`src/rtl/alu_flagged_pkg.sv`:
```
package alu_flagged_pkg;

    typedef enum logic [3:0] {
        OP_INC = 4'd0,
        OP_DEC = 4'd1,
        OP_ADD = 4'd2,
        OP_ADC = 4'd3,
        OP_MUL = 4'd4,
        OP_AND = 4'd5,
        OP_OR  = 4'd6,
        OP_XOR = 4'd7,
        OP_NOT = 4'd8,
        OP_SHR = 4'd9,
        OP_ROL = 4'd10,
        OP_RCL = 4'd11
    } alu_op_e;

    localparam int unsigned OP_W     = 4;
    localparam int unsigned OP_COUNT = 12;

    typedef struct packed {
        logic neg;
        logic zero;
        logic ovf;
        logic carry;
    } ccr_t;

endpackage

```
`src/rtl/alu_arith.sv`:
```
module alu_arith
    import alu_flagged_pkg::*;
#(
    parameter int unsigned W = 8
) (
    input  logic [OP_W-1:0] op_i,
    input  logic [W-1:0]    a_i,
    input  logic [W-1:0]    b_i,
    input  logic            cin_i,
    output logic [W-1:0]    res_o,
    output logic            cout_o,
    output logic            ovf_o,
    output logic            hit_o
);
    localparam int unsigned PW = 2 * W;

    logic [W:0]    sum;
    logic [PW-1:0] prod;
    logic          add_cin;

    always_comb begin
        prod    = {{W{1'b0}}, a_i} * {{W{1'b0}}, b_i};
        add_cin = (op_i == OP_ADC) & cin_i;
        sum     = '0;
        res_o   = '0;
        cout_o  = 1'b0;
        ovf_o   = 1'b0;
        hit_o   = 1'b1;
        case (op_i)
            OP_INC: begin
                sum    = {1'b0, a_i} + (W+1)'(1);
                res_o  = sum[W-1:0];
                cout_o = sum[W];
                ovf_o  = ~a_i[W-1] & sum[W-1];
            end
            OP_DEC: begin
                sum    = {1'b0, a_i} - (W+1)'(1);
                res_o  = sum[W-1:0];
                cout_o = sum[W];
                ovf_o  = a_i[W-1] & ~sum[W-1];
            end
            OP_ADD, OP_ADC: begin
                sum    = {1'b0, a_i} + {1'b0, b_i} + {{W{1'b0}}, add_cin};
                res_o  = sum[W-1:0];
                cout_o = sum[W];
                ovf_o  = (a_i[W-1] == b_i[W-1]) & (sum[W-1] != a_i[W-1]);
            end
            OP_MUL: begin
                res_o  = prod[W-1:0];
                cout_o = |prod[PW-1:W];
            end
            default: hit_o = 1'b0;
        endcase
    end

endmodule

```
`src/rtl/alu_logic.sv`:
```
module alu_logic
    import alu_flagged_pkg::*;
#(
    parameter int unsigned W = 8
) (
    input  logic [OP_W-1:0] op_i,
    input  logic [W-1:0]    a_i,
    input  logic [W-1:0]    b_i,
    output logic [W-1:0]    res_o,
    output logic            hit_o
);
    always_comb begin
        hit_o = 1'b1;
        case (op_i)
            OP_AND:  res_o = a_i & b_i;
            OP_OR:   res_o = a_i | b_i;
            OP_XOR:  res_o = a_i ^ b_i;
            OP_NOT:  res_o = ~a_i;
            default: begin
                res_o = '0;
                hit_o = 1'b0;
            end
        endcase
    end

endmodule

```
`src/rtl/alu_shift.sv`:
```
module alu_shift
    import alu_flagged_pkg::*;
#(
    parameter int unsigned W = 8
) (
    input  logic [OP_W-1:0] op_i,
    input  logic [W-1:0]    a_i,
    input  logic            cin_i,
    output logic [W-1:0]    res_o,
    output logic            cout_o,
    output logic            hit_o
);
    logic [W-1:0] left_body;

    assign left_body = a_i << 1;

    always_comb begin
        res_o  = '0;
        cout_o = 1'b0;
        hit_o  = 1'b1;
        case (op_i)
            OP_SHR: begin
                res_o  = a_i >> 1;
                cout_o = a_i[0];
            end
            OP_ROL: begin
                res_o  = left_body | {{(W-1){1'b0}}, a_i[W-1]};
                cout_o = a_i[W-1];
            end
            OP_RCL: begin
                res_o  = left_body | {{(W-1){1'b0}}, cin_i};
                cout_o = a_i[W-1];
            end
            default: hit_o = 1'b0;
        endcase
    end

endmodule

```
`src/rtl/alu_flagged.sv`:
```
module alu_flagged
    import alu_flagged_pkg::*;
#(
    parameter int unsigned W = 8
) (
    input  logic            clk_i,
    input  logic            rst_ni,
    input  logic            en_i,
    input  logic [OP_W-1:0] op_i,
    input  logic [W-1:0]    a_i,
    input  logic [W-1:0]    b_i,
    output logic [W-1:0]    result_o,
    output logic            neg_o,
    output logic            zero_o,
    output logic            ovf_o,
    output logic            carry_o
);
    typedef struct packed {
        logic [W-1:0] res;
        ccr_t         ccr;
    } state_t;

    state_t state_d, state_q;

    logic [W-1:0] ar_res, lg_res, sh_res;
    logic         ar_c, ar_v, ar_hit;
    logic         lg_hit;
    logic         sh_c, sh_hit;

    alu_arith #(.W(W)) i_arith (
        .op_i  (op_i),
        .a_i   (a_i),
        .b_i   (b_i),
        .cin_i (state_q.ccr.carry),
        .res_o (ar_res),
        .cout_o(ar_c),
        .ovf_o (ar_v),
        .hit_o (ar_hit)
    );

    alu_logic #(.W(W)) i_logic (
        .op_i (op_i),
        .a_i  (a_i),
        .b_i  (b_i),
        .res_o(lg_res),
        .hit_o(lg_hit)
    );

    alu_shift #(.W(W)) i_shift (
        .op_i  (op_i),
        .a_i   (a_i),
        .cin_i (state_q.ccr.carry),
        .res_o (sh_res),
        .cout_o(sh_c),
        .hit_o (sh_hit)
    );

    logic [W-1:0] sel_res;
    logic         sel_c, sel_v, sel_hit;

    always_comb begin
        sel_res = '0;
        sel_c   = 1'b0;
        sel_v   = 1'b0;
        sel_hit = ar_hit | lg_hit | sh_hit;
        if (ar_hit) begin
            sel_res = ar_res;
            sel_c   = ar_c;
            sel_v   = ar_v;
        end else if (lg_hit) begin
            sel_res = lg_res;
        end else if (sh_hit) begin
            sel_res = sh_res;
            sel_c   = sh_c;
        end

        state_d = state_q;
        if (en_i && sel_hit) begin
            state_d.res       = sel_res;
            state_d.ccr.neg   = sel_res[W-1];
            state_d.ccr.zero  = ~|sel_res;
            state_d.ccr.ovf   = sel_v;
            state_d.ccr.carry = sel_c;
        end
    end

    always_ff @(posedge clk_i or negedge rst_ni) begin
        if (!rst_ni) state_q <= '0;
        else         state_q <= state_d;
    end

    assign result_o = state_q.res;
    assign neg_o    = state_q.ccr.neg;
    assign zero_o   = state_q.ccr.zero;
    assign ovf_o    = state_q.ccr.ovf;
    assign carry_o  = state_q.ccr.carry;

endmodule

```
`config.mk`:
```
export PLATFORM = sky130hd
export DESIGN_NAME = alu_flagged
export DESIGN_NICKNAME = d
export VERILOG_FILES = /design/src/rtl/alu_flagged_pkg.sv /design/src/rtl/alu_arith.sv /design/src/rtl/alu_logic.sv /design/src/rtl/alu_shift.sv /design/src/rtl/alu_flagged.sv
export SDC_FILE = /design/constraint.sdc
export NUM_CORES = 1
export LEC_CHECK = 0
export ABC_AREA = 0
export CAP_MARGIN = 10
export CELL_PAD_IN_SITES_DETAIL_PLACEMENT = 1
export CELL_PAD_IN_SITES_GLOBAL_PLACEMENT = 2
export CORE_MARGIN = 4
export CORE_UTILIZATION = 42
export DETAILED_ROUTE_END_ITERATION = 7
export DONT_BUFFER_PORTS = 1
export PLACE_DENSITY_LB_ADDON = 0.1
export SLEW_MARGIN = 20
export SYNTH_ARGS = -nofsm -noshare
export SYNTH_HDL_FRONTEND = slang
export SYNTH_SLANG_ARGS = --single-unit
```
`constraint.sdc`:
```
create_clock -name clk_i -period 6.3 [get_ports clk_i]
set_clock_uncertainty 0.05 [all_clocks]
set_input_delay 0 -clock clk_i [delete_from_list [all_inputs] [get_ports clk_i]]
set_output_delay 0 -clock clk_i [all_outputs]
set_load 0.005 [all_outputs]
```
### Yosys cells after proc, flatten, opt, wreduce, memory -nomap -nowiden

Cells that the tools add are included.

| cells by class | value |
|---|---|
| add/subtract/negate cells | 4 |
| $mul | 1 |
| eq/ne operators | 13 |
| multiplexer cells | 16 |
| bitwise gates (word level) | 14 |
| reductions and logical operators | 10 |

Operators with widths:

| kind | count |
|---|---|
| one-hot mux 8 bit (4 select lines) | 2 |
| two-way mux 8 bit | 3 |
| one-hot mux 8 bit (3 select lines) | 1 |
| == test 4 x 3 -> 1 bit (second input constant) | 4 |
| == test 4 bit (second input constant) | 4 |
| multiplier 8 x 8 -> 16 bit | 1 |
| OR 8 x 1 -> 8 bit | 2 |
| OR reduction 8 bit | 2 |
| adder 8 x 1 -> 9 bit (second input constant) | 1 |
| adder 8 x 8 -> 9 bit | 1 |
| adder 9 x 1 -> 9 bit | 1 |
| subtractor 8 x 1 -> 9 bit (second input constant) | 1 |
| bitwise AND 8 bit | 1 |
| == test 4 x 2 -> 1 bit (second input constant) | 2 |
| inverter 8 bit | 1 |
| OR 8 bit | 1 |
| XOR 8 bit | 1 |
| two-way mux 1 bit | 7 |
| OR reduction 5 bit | 1 |
| bitwise AND 1 bit | 4 |
| == test 4 x 1 -> 1 bit (second input constant) | 1 |
| zero test 4 bit | 1 |
| one-hot mux 1 bit (4 select lines) | 1 |
| OR reduction 2 bit | 2 |
| other kinds (10) | 12 |

| storage, ports and cells | value |
|---|---|
| flip-flop bits (word level) | 12 |
| input bits | 23 |

### Depth between registers and ports, before layout

| logic depth | value |
|---|---|
| depth after elaboration | 8 |
| gate-level depth with buffers | 19 |
| mapped depth without buffers | 17 |

### Modules after synthesis

From an unflattened synthesis, not the netlist that was laid out.

| unflattened totals | value |
|---|---|
| cells, all modules | 544 |
| area total of the unflattened synthesis | 4314.1 µm² |

By module, submodules not included:

| module | instances | cells an instance | area each (µm²) | seq. area each (µm²) |
|---|---|---|---|---|
| alu_arith | 1 | 368 | 2915.3 | 0.0 |
| alu_flagged | 1 | 69 | 688.2 | 275.3 |
| alu_logic | 1 | 74 | 503.0 | 0.0 |
| alu_shift | 1 | 33 | 207.7 | 0.0 |

### Worst setup path before layout

OpenSTA, ideal clock, no wires.

| timing | value |
|---|---|
| kind | input -> register |
| start point | input port a_i[2] |
| end point | register state_q, in the netlist carry_o |
| setup time | 0.140 ns |
| data arrival time | 4.159 ns |
| data required time | 6.110 ns |
| path slack | 1.951 ns |
| stages on the path | 18 |
| path buffers | 2 |
| path through | clkbuf_1 > clkbuf_1 > nand2_1 > fa_1 > inv_1 > ha_1 > inv_1 > fa_1 > fa_1 > inv_1 > ha_1 > and3_1 > o21a_1 > nor3_1 > or2_1 > nor3_1 > a2111oi_0 > a31oi_1 |

| between the ends | value |
|---|---|
| longest elaborated chain between the ends | 4 |

Ends and longest elaborated chain:

| item | RTL line | text |
|---|---|---|
| from (decl) | alu_flagged.sv:10 | `input logic [W-1:0] a_i,` |
| multiplier 8 x 8 -> 16 bit or adder 8 x 8 -> 9 bit (tied branches) | alu_arith.sv:22, alu_arith.sv:43 |  |
| OR reduction 8 bit or adder 9 x 1 -> 9 bit (tied branches) | alu_arith.sv:50, alu_arith.sv:43 |  |
| one-hot mux 1 bit (4 select lines) (*) | alu_arith.sv:29 | `case (op_i)` |
| two-way mux 1 bit (*) | alu_flagged.sv:66 | `if (ar_hit) begin` |
| to (signal assigned) | alu_flagged.sv:89 | `else state_q <= state_d;` |
| to (decl) | alu_flagged.sv:23 | `state_t state_d, state_q;` |

Mark *: on every way between the ends. The rest lies on a longest branch, timed or not.
A chain may end at the register's enable or synchronous reset.

### Final worst setup path

| timing | value |
|---|---|
| start point | input port a_i[3] |
| end point | register state_q, in the netlist carry_o |

The elaborated chain is that of the path after synthesis.

==> impl_metrics.toml <==
[run_status]
status = "completed"

[logic_synthesis]
post_synthesis_async_set_or_reset_flop_share_pct = 100
synth_top_area_cell = "sky130_fd_sc_hd__fa_1"
synthTopCellsByArea = "sky130_fd_sc_hd__fa_1 (18%), sky130_fd_sc_hd__ha_1 (17%), sky130_fd_sc_hd__inv_1 (6.7%)"
synthCells = 542
syn-mean-instance-area_um2 = 7.60
synth_seq_cells = 11
synth-main-ff-cell = "sky130_fd_sc_hd__dfrtp_1"
ys_seq_area_share_pct = 6.68
yosysTopAreaCellShare_pct = 18.5
synthesis.area_um2 = 4120
number_of_different_library_cells_in_the_post_synthesis_netlist = 66
synth_edf_count = 0
synth_nets = 659
synthesis.yosys.warnings = 0

[worst_setup_path]
r2r-end = "zero_o$_DFFE_PN0P_"
worst-path-max-fanout = 16
worst-r2r-setup-slack_ns = 3.01
timing.critical_path.to_type = "flip-flop"
reg2reg_depth = 11
crit_path_start_kind = "input port"
worst-setup-path-type = "in -> reg"
cp.arrival_ns = 4.26
worst_r2r_startpoint = "carry_o$_DFFE_PN0P_"
cp.required_ns = 6.36

[floorplanning]
floorplan.initialDensity_pct = 43.8
die_x_extent_um = 107
floorplan.die.height_um = 107
die-area_um2 = 11500
core_area_um2 = 9420
num_rows = 35
top_level_ports = 35

[power_and_ir_drop]
p_int_uw = 385
ir_drop_uv = 143
switching_share_pct = 51.9
power.density_nw_per_um2 = 189
netSwitchingPower_uw = 415
leakage_nw = 1.96
pwr-share-seq_pct = 11.6
combPwrFrac_pct = 79.5
clock_power_share_pct = 8.9

[clocking]
cts.clk_slew.worst_paths_ns = 0.05
clock-root-buffer = "sky130_fd_sc_hd__clkbuf_8"
post_cts_repair_resize_count = 0
cts_sinks = 11
cts_tree = "yes"
clock_latency_ns = 0.24
number_of_clock_buffers_inserted_by_tritoncts = 3
ctsLongestPathBuffers = 2
cts_htree_levels = 1

[hold_path]
whs_endpoint = "result_o[2]$_DFFE_PN0P_"
timing.hold.worst.class = "in -> reg"
hold_path_startpoint = "op_i[3]"
holdPathStages = 2

[detailed_routing]
via_per_inst = 5.88
drt_first_iter_violations = 241
dr_total_vias = 3832
drt_wl_total_um = 13300
route.detailed.drc = 0
drt_pass1_iterations = 4
route.detailed.wl_per_inst_um = 20.4
drt.antenna.violating_nets = 0

[cells_and_area]
drive_gt1_share_pct = 4.40
fillerInstances = 1212
layout_overhead_on_the_synthesized_area_pct = 2.58
diodes = 0
final_area_um2 = 4230
design.final.nets = 641

[sta]
final_min_period_over_clock_period_pct = 66.6
worst_slew_margin_rel_pct = 25.4
final_hold_violations = 0
final_report_max_slew_violation_count = 0
setup_violations = 0
worstMarginPinSlew_ns = 1.09
unrepaired_setup_endpoints_after_global_routing = "no"
timing.setup.tns_ns = 0
clock.fmax_mhz = 238
timing.final.crit_period_ns = 4.20

[global_route]
global_route.overflow_total = 0
grt_antenna_before_repair = 0
grt_pass1_wl_um = 21800
grt_max_degree = 42
vias_in_the_first_global_route = 4061
gr-usage-all-layers_pct = 24.2

[job]
max-cap-violations = 0

[place]
post-dp-hpwl_um = 10600
buffer_ports.inserted = 0
gp_congestion = 0.888
placed_cell_area_um2 = 4150
## cell usage in the layout, fill, tap and decap left out, types with 3 or more instances in the layout
cell type | netlist | final
sky130_fd_sc_hd__a2111oi_0 | 3 | 3
sky130_fd_sc_hd__a211o_1 | 3 | 3
sky130_fd_sc_hd__a211oi_1 | 6 | 6
sky130_fd_sc_hd__a21o_1 | 4 | 4
sky130_fd_sc_hd__a21oi_1 | 27 | 27
sky130_fd_sc_hd__a22o_1 | 3 | 3
sky130_fd_sc_hd__a22oi_1 | 6 | 6
sky130_fd_sc_hd__a31oi_1 | 3 | 3
sky130_fd_sc_hd__a32oi_1 | 4 | 4
sky130_fd_sc_hd__and3_1 | 3 | 3
sky130_fd_sc_hd__clkbuf_8 | 0 | 3
sky130_fd_sc_hd__clkinv_1 | 3 | 3
sky130_fd_sc_hd__dfrtp_1 | 11 | 11
sky130_fd_sc_hd__dlygate4sd3_1 | 0 | 3
sky130_fd_sc_hd__fa_1 | 38 | 38
sky130_fd_sc_hd__ha_1 | 56 | 56
sky130_fd_sc_hd__inv_1 | 74 | 74
sky130_fd_sc_hd__inv_2 | 3 | 3
sky130_fd_sc_hd__mux2_2 | 5 | 5
sky130_fd_sc_hd__mux2i_1 | 6 | 6
sky130_fd_sc_hd__nand2_1 | 55 | 55
sky130_fd_sc_hd__nand2b_1 | 4 | 4
sky130_fd_sc_hd__nand3_1 | 8 | 8
sky130_fd_sc_hd__nand4_1 | 10 | 10
sky130_fd_sc_hd__nor2_1 | 65 | 65
sky130_fd_sc_hd__nor2b_1 | 9 | 9
sky130_fd_sc_hd__nor3_1 | 7 | 7
sky130_fd_sc_hd__nor3b_1 | 3 | 3
sky130_fd_sc_hd__nor4_1 | 4 | 4
sky130_fd_sc_hd__o211ai_1 | 4 | 4
sky130_fd_sc_hd__o21a_1 | 6 | 6
sky130_fd_sc_hd__o21ai_0 | 25 | 25
sky130_fd_sc_hd__o21ai_1 | 5 | 5
sky130_fd_sc_hd__o31ai_1 | 5 | 5
sky130_fd_sc_hd__xnor2_1 | 11 | 11
sky130_fd_sc_hd__xor2_1 | 4 | 4
## cell families after synthesis
kind of cell,synth area share [%]
xor gates and xnor gates,3.19
muxes,2.82
and+or+nand+nor,21.3
AOI/OAI and AO/OA,20.0
buffers and inverters,10.6
DFF,6.68
adders and majority gates,35.5
## worst max path at each step
| stage | start | cells past startpoint | to | slack, ns |
|---|---|---|---|---|
| after floorplan | a_i[2] | 18 | carry_o$_DFFE_PN0P_ | 1.95 |
| after detailed placement | a_i[3] | 17 | carry_o$_DFFE_PN0P_ | 1.86 |
| after global routing | a_i[3] | 17 | carry_o$_DFFE_PN0P_ | 1.69 |
| after global placement | a_i[3] | 17 | carry_o$_DFFE_PN0P_ | 1.98 |
| final | a_i[3] | 17 | carry_o$_DFFE_PN0P_ | 2.10 |
| after CTS | a_i[3] | 17 | carry_o$_DFFE_PN0P_ | 2.09 |
## worst max-delay path: stages
cell                        delay (ns)
sky130_fd_sc_hd__ha_1             0.27
sky130_fd_sc_hd__inv_1            0.12
sky130_fd_sc_hd__fa_1             0.51
sky130_fd_sc_hd__inv_1            0.04
sky130_fd_sc_hd__ha_1             0.27
sky130_fd_sc_hd__inv_1            0.05
sky130_fd_sc_hd__fa_1             0.50
sky130_fd_sc_hd__fa_1             0.54
sky130_fd_sc_hd__inv_1            0.05
sky130_fd_sc_hd__ha_1             0.33
sky130_fd_sc_hd__and3_1           0.20
sky130_fd_sc_hd__o21a_1           0.25
sky130_fd_sc_hd__nor3_1           0.31
sky130_fd_sc_hd__or2_1            0.20
sky130_fd_sc_hd__nor3_1           0.05
sky130_fd_sc_hd__a2111oi_0        0.43
sky130_fd_sc_hd__a31oi_1          0.14
## flip-flops by register name, summed over array words and instances, names as in the netlist
name / count
result_o: 8
zero_o: 1
carry_o: 1
ovf_o: 1
## metal layers
layer,wire length (um),GRT usage (%),vias to the layer above
met3,848,3.19,10
li1,-,-,1803
met4,108,4.20,0
met5,0,0,-
met1,6140,34.4,1913
met2,6240,39.7,106
## power groups by stage
stage	clock network, mW	registers, mW	logic (mW)
after floorplan	0	0.0900	0.502
after global placement	0	0.0937	0.612
after detailed placement	0	0.0938	0.635
after CTS	0.0739	0.0930	0.643
after global routing	0.0782	0.0954	0.728
final	0.0712	0.0929	0.636
## per-stage QoR
step	util (%)	instances	hold WS, ns	power (mW)	worst slack (ns)
after floorplan	-	542	-0.346	0.592	1.95
after detailed placement	44.1	645	-0.345	0.729	1.86
final	44.9	652	0.0696	0.801	2.10
after global placement	44.1	645	-0.345	0.706	1.98
after CTS	44.9	652	0.0482	0.810	2.09
after global routing	44.9	652	0.0617	0.902	1.69
## area by class of cell
class | count | area, um^2 | area share, %
multi-input cells | 424 | 3410 | 80.6
clock buffers | 4 | 45.0 | 1.07
flip-flops and latches | 11 | 275 | 6.51
repair buffers | 4 | 37.5 | 0.888
well taps | 129 | 161 | 3.82
inverters | 80 | 300 | 7.10
## synth_stat cells, drive strengths merged, types with 4 or more instances
| library cell | instances |
|---|---|
| buf | 13 |
| mux2i | 6 |
| ha | 56 |
| xor2 | 4 |
| o21ai | 31 |
| nor4 | 5 |
| mux2 | 5 |
| nor2 | 65 |
| o31ai | 5 |
| nand4 | 10 |
| a21o | 4 |
| nand2 | 55 |
| a2111oi | 4 |
| a22oi | 6 |
| nor2b | 10 |
| nand2b | 5 |
| xnor2 | 11 |
| o21a | 6 |
| a211oi | 6 |
| clkbuf | 14 |
| a32oi | 4 |
| inv | 77 |
| o211ai | 4 |
| nor3 | 7 |
| nand3 | 8 |
| a21oi | 27 |
| nor3b | 4 |
| fa | 38 |
| dfrtp | 11 |
## repair_timing
item	4_1_cts	5_1_grt
hold endpoints to repair	12	0
setup buffers	0	0
hold buffers	3	0
Power figures use the tool's default switching activity.
